===== config.mk =====
export PLATFORM = sky130hd
export DESIGN_NAME = cascade_counter
export DESIGN_NICKNAME = d
export VERILOG_FILES = /design/src/rtl/cnt_pkg.sv /design/src/rtl/stage_ctrl.sv /design/src/rtl/stage_carry.sv /design/src/rtl/count_stage.sv /design/src/rtl/cascade_counter.sv
export SDC_FILE = /design/constraint.sdc
export NUM_CORES = 1
export LEC_CHECK = 0
export CORE_MARGIN = 5
export CORE_UTILIZATION = 34
export DETAILED_ROUTE_END_ITERATION = 10
export PLACE_DENSITY = 0.81
export SLEW_MARGIN = 20
export SYNTH_ARGS = -nofsm -noshare
export SYNTH_HDL_FRONTEND = slang
export SYNTH_SLANG_ARGS = --single-unit

===== constraint.sdc =====
create_clock -name clk -period 1.1 [get_ports clk]
set_input_delay 0.165 -clock clk [delete_from_list [all_inputs] [get_ports clk]]
set_output_delay 0.165 -clock clk [all_outputs]
set_load 0.1 [all_outputs]

===== src/rtl/cnt_pkg.sv =====
// Shared types for the cascadable counter: the per-stage operation code
// and the function that picks it from the synchronous controls.
package cnt_pkg;

    // Operation a stage performs at the next rising edge.
    typedef enum logic [1:0] {
        OP_HOLD = 2'd0,
        OP_INC  = 2'd1,
        OP_LOAD = 2'd2
    } stage_op_e;

    // Priority among the synchronous controls: load, then count, then hold.
    function automatic stage_op_e pick_op(input logic load_n,
                                          input logic par_en,
                                          input logic chain_en);
        stage_op_e op;
        if (!load_n)
            op = OP_LOAD;
        else if (par_en && chain_en)
            op = OP_INC;
        else
            op = OP_HOLD;
        return op;
    endfunction

endpackage


===== src/rtl/stage_ctrl.sv =====
// stage_ctrl: decodes the synchronous controls of one stage into an
// operation code. Purely combinational. Assumes the asynchronous clear
// is handled by the register itself.
module stage_ctrl
    import cnt_pkg::*;
(
    input  logic      load_n,
    input  logic      par_en,
    input  logic      chain_en,
    output stage_op_e op
);

    // Select the operation for the coming edge.
    always_comb begin
        op = pick_op(load_n, par_en, chain_en);
    end

endmodule


===== src/rtl/stage_carry.sv =====
// stage_carry: terminal-count detect for one stage. The output is high
// while the stage is all ones and its chain enable is high. Combinational,
// so the carry ripples through the chain within one cycle.
module stage_carry #(
    parameter int W = 4
) (
    input  logic [W-1:0] q,
    input  logic         chain_en,
    output logic         carry
);

    logic full;

    // Detect the all-ones value of this stage.
    always_comb begin
        full = &q;
    end

    // Gate the terminal count with the incoming chain enable only.
    always_comb begin
        carry = full && chain_en;
    end

endmodule


===== src/rtl/count_stage.sv =====
// count_stage: one presettable binary counter slice. Clears
// asynchronously on clear_n low, otherwise loads, increments or holds on
// the rising edge of clk. Assumes all stages share clk and par_en.
module count_stage
    import cnt_pkg::*;
#(
    parameter int W = 4
) (
    input  logic         clk,
    input  logic         clear_n,
    input  logic         load_n,
    input  logic [W-1:0] din,
    input  logic         par_en,
    input  logic         chain_en,
    output logic [W-1:0] q,
    output logic         carry
);

    stage_op_e    op;
    logic [W-1:0] cnt_r;
    logic [W-1:0] cnt_nx;

    stage_ctrl u_ctrl (
        .load_n   (load_n),
        .par_en   (par_en),
        .chain_en (chain_en),
        .op       (op)
    );

    // Next value of the slice for each operation.
    always_comb begin
        unique case (op)
            OP_LOAD: cnt_nx = din;
            OP_INC:  cnt_nx = cnt_r + W'(1);
            default: cnt_nx = cnt_r;
        endcase
    end

    // State register with asynchronous clear.
    always_ff @(posedge clk or negedge clear_n) begin
        if (!clear_n)
            cnt_r <= '0;
        else
            cnt_r <= cnt_nx;
    end

    always_comb begin
        q = cnt_r;
    end

    stage_carry #(.W(W)) u_carry (
        .q        (cnt_r),
        .chain_en (chain_en),
        .carry    (carry)
    );

endmodule


===== src/rtl/cascade_counter.sv =====
// cascade_counter: STAGES count_stage slices chained so that each stage's
// terminal count drives the chain enable of the stage above it. Behaves
// as one STAGES*STAGE_W bit counter; carry_out is the last stage's carry.
// Assumes a single clock domain; clear_n is asynchronous.
module cascade_counter #(
    parameter int STAGES  = 2,
    parameter int STAGE_W = 4,
    localparam int TOTAL_W = STAGES * STAGE_W
) (
    input  logic               clk,
    input  logic               clear_n,
    input  logic               load_n,
    input  logic [TOTAL_W-1:0] din,
    input  logic               cnt_en,
    input  logic               carry_en,
    output logic [TOTAL_W-1:0] q,
    output logic               carry_out
);

    logic [STAGES:0] chain;

    // Chain enable of stage 0 is the external enable.
    always_comb begin
        chain[0] = carry_en;
    end

    for (genvar k = 0; k < STAGES; k++) begin : g_stage
        count_stage #(.W(STAGE_W)) u_stage (
            .clk      (clk),
            .clear_n  (clear_n),
            .load_n   (load_n),
            .din      (din[k*STAGE_W +: STAGE_W]),
            .par_en   (cnt_en),
            .chain_en (chain[k]),
            .q        (q[k*STAGE_W +: STAGE_W]),
            .carry    (chain[k+1])
        );
    end

    // Terminal count of the whole chain.
    always_comb begin
        carry_out = chain[STAGES];
    end

endmodule


==> impl_metrics.tcl <==
set metrics [dict create \
    path_class "reg2out" \
    grt_pass1_vias 480 \
    synth_mux_area_share_pct 2.22 \
    finalNetCount 105 \
    seqPwrFrac_pct 28.7 \
    period_share_pct 133 \
    vdd_drop_max_mv 0.981 \
    drt_iter0_drc 5 \
    clkPwrFrac_pct 17.2 \
    clock.fmax_ghz 0.683 \
    grt_overflow 0 \
    finalCoreUtilization_pct 79.7 \
    largest_reg_flops 8 \
    rsz0062_at_grt "yes" \
    wirelength_um 1680 \
    synth_top_family_by_area "simple AND/OR/NAND/NOR gates" \
    avgRoutedWirePerCell_um 16.3 \
    first_pass_iters 4 \
    status "finished with violations" \
    skew_ns 0.00161 \
    antenna_cells 0 \
    cts_hold_buf 0 \
    postLayoutSetupSlackWorst_ns -0.363 \
    cts_tree "built" \
    r2r_end "g_stage[0].u_stage.q[2]" \
    drive_gt1_share_pct 51.1 \
    synthSimpleGateAreaFrac_pct 24.9 \
    worst_pin_slew_ns 0.440 \
    cp_max_fo 3 \
    worstPathRequired_ns 0.94 \
    hp-class "in2async" \
    syn_to_final_growth_pct 127 \
    placementRows 13 \
    routabilityCongestion 0.727 \
    dpl.hpwl_um 1110 \
    ant_nets 0 \
    synthAdderAreaFrac_pct 5.54 \
    clkTransAtPathRegs_ns 0.05 \
    place_inst 96 \
    grt_start_max_net_pins 17 \
    hold_violations 0 \
    violations "setup timing" \
    cp-end-kind "primary output" \
    htreeDepth 1 \
    synth_area_leaders "dfrtp_1 44%, nor2_1 7.5%, a31oi_1 5.5%" \
    p_int_uw 776 \
    syn-num-nets 66 \
    setup_viol 13 \
    cts_root_buf "clkbuf_4" \
    core-area_um2 1280 \
    synth_seq_area_share_pct 44.3 \
    grt.total_usage_pct 16.9 \
    port_buffers 21 \
    synthesis.area_um2 452 \
    io_pins 22 \
    powerDensity_nw_per_um2 1300 \
    reg2reg_depth 6 \
    cap_viol_max_count 0 \
    final_cells 103 \
    critPathLaunchType "flip-flop" \
    min_period_ns 1.46 \
    synth-seq-cells 8 \
    die_w_um 46.5 \
    grt_pass1_wl_um 2370 \
    swShare_pct 41.6 \
    slew_headroom_pct 70.6 \
    p_sw_uw 553 \
    drc 0 \
    final_cell_mix "10 x clkdlybuf4s50_1, 10 x buf_12, 8 x nor2_1, 8 x buf_4, 6 x buf_6" \
    total_leakage_power_nw 0.399 \
    r2r-start "g_stage[0].u_stage.q[1]" \
    start_util_pct 35.2 \
    yosysTopAreaCell "dfrtp_1" \
    synthXorXnorAreaFrac_pct 3.88 \
    ys_types 16 \
    maxSlewViolCount 0 \
    clock_sinks 8 \
    clock_latency_ns 0.26 \
    rrSetupSlack_ns -0.29 \
    synth_compound_area_share_pct 17.2 \
    antenna_found_initial 0 \
    vias 537 \
    pwr-share-comb_pct 54.1 \
    via_per_inst 5.21 \
    clock_path_buffers 2 \
    yosys_warnings 0 \
    die_h_um 46.5 \
    die-area_um2 2160 \
    cts_buffers 3 \
    arrival_ns 1.30 \
    yosys.area.top_type_share_pct 44.3 \
    synthCells 51 \
    avgSynthCellArea_um2 8.86 \
]
==> Yosys cell counts <==
cell type / instances
a31oi_1: 4
clkbuf_1: 1
nand3_1: 5
nor2_1: 9
nand4_1: 2
nand3_2: 1
dfrtp_1: 8
ha_1: 2
o21ai_0: 5
o21a_1: 1
xor2_1: 2
a21oi_1: 4
or3_1: 4
nand2_2: 1
buf_2: 1
mux2i_1: 1
==> stage by stage <==
| step | area, µm² | hold slack (ns) | setup WS, ns | power, mW | TNS [ns] |
|---|---|---|---|---|---|
| 2_1_floorplan | 512 | -0.131 | -0.571 | 0.730 | -2.33 |
| 3_3_place_gp | 917 | 0.469 | -0.325 | 1.02 | -2.31 |
| 3_5_place_dp | 917 | 0.491 | -0.409 | 1.03 | -2.86 |
| 4_1_cts | 972 | 0.212 | -0.384 | 1.29 | -2.31 |
| 5_1_grt | 1020 | 0.228 | -0.422 | 1.39 | -2.89 |
| 6_report | 1020 | 0.219 | -0.363 | 1.33 | -2.32 |
==> critical path, cell delays in order (launching register included) <==
cell	delay, ns
dfrtp_4	0.42
ha_4	0.14
nand4_1	0.16
nor2_4	0.15
buf_12	0.18
==> timing repair <==
item | in CTS | in global routing
pin swaps | 8 | 4
resized for setup | 7 | 8
setup buffers | 2 | 2
endpoints found under the setup margin | 15 | 13
==> worst max path at each step <==
| stage | start | to | cells after the start |
|---|---|---|---|
| after global routing | g_stage[0].u_stage.q[1] | carry_out | 4 |
| after detailed placement | carry_en | g_stage[1].u_stage.q[0] | 4 |
| after global placement | carry_en | g_stage[0].u_stage.q[3] | 4 |
| after floorplan | g_stage[0].u_stage.q[1] | carry_out | 3 |
| final | g_stage[0].u_stage.q[1] | carry_out | 4 |
| after CTS | g_stage[0].u_stage.q[1] | carry_out | 4 |
==> cell type report <==
class	instances	area [µm²]
clock buffers	3	22.5
fillers	89	260
multi-input cells	41	315
flip-flops and latches	8	223
well taps	15	18.8
repair buffers	36	445
==> power by group through the flow <==
stage / clock, mW / sequential [mW] / combinational [mW]
finish: 0.229 / 0.381 / 0.719
global route: 0.257 / 0.387 / 0.748
CTS: 0.237 / 0.385 / 0.668
detailed placement: 0 / 0.395 / 0.636
global placement: 0 / 0.393 / 0.622
floorplan: 0 / 0.623 / 0.106
==> cells by family (layout without fill, tap and decap cells) <==
| family | Yosys count | after routing |
|---|---|---|
| fa+ha+maj | 2 | 2 |
| simple gates | 22 | 22 |
| buf+inv | 2 | 39 |
| flops | 8 | 8 |
| mux | 1 | 1 |
| compound gates | 14 | 14 |
| xor+xnor | 2 | 2 |
==> per-layer routing <==
metal	wire length (µm)	up-vias	GRT usage [%]	share of wire, %
li1	-	263	-	-
met1	615	257	17.6	37
met2	940	15	27.7	56
met3	102	2	6.25	6.1
met4	23	0	11.9	1.4
met5	0	-	0	0
(Power assumes the default switching activity.)
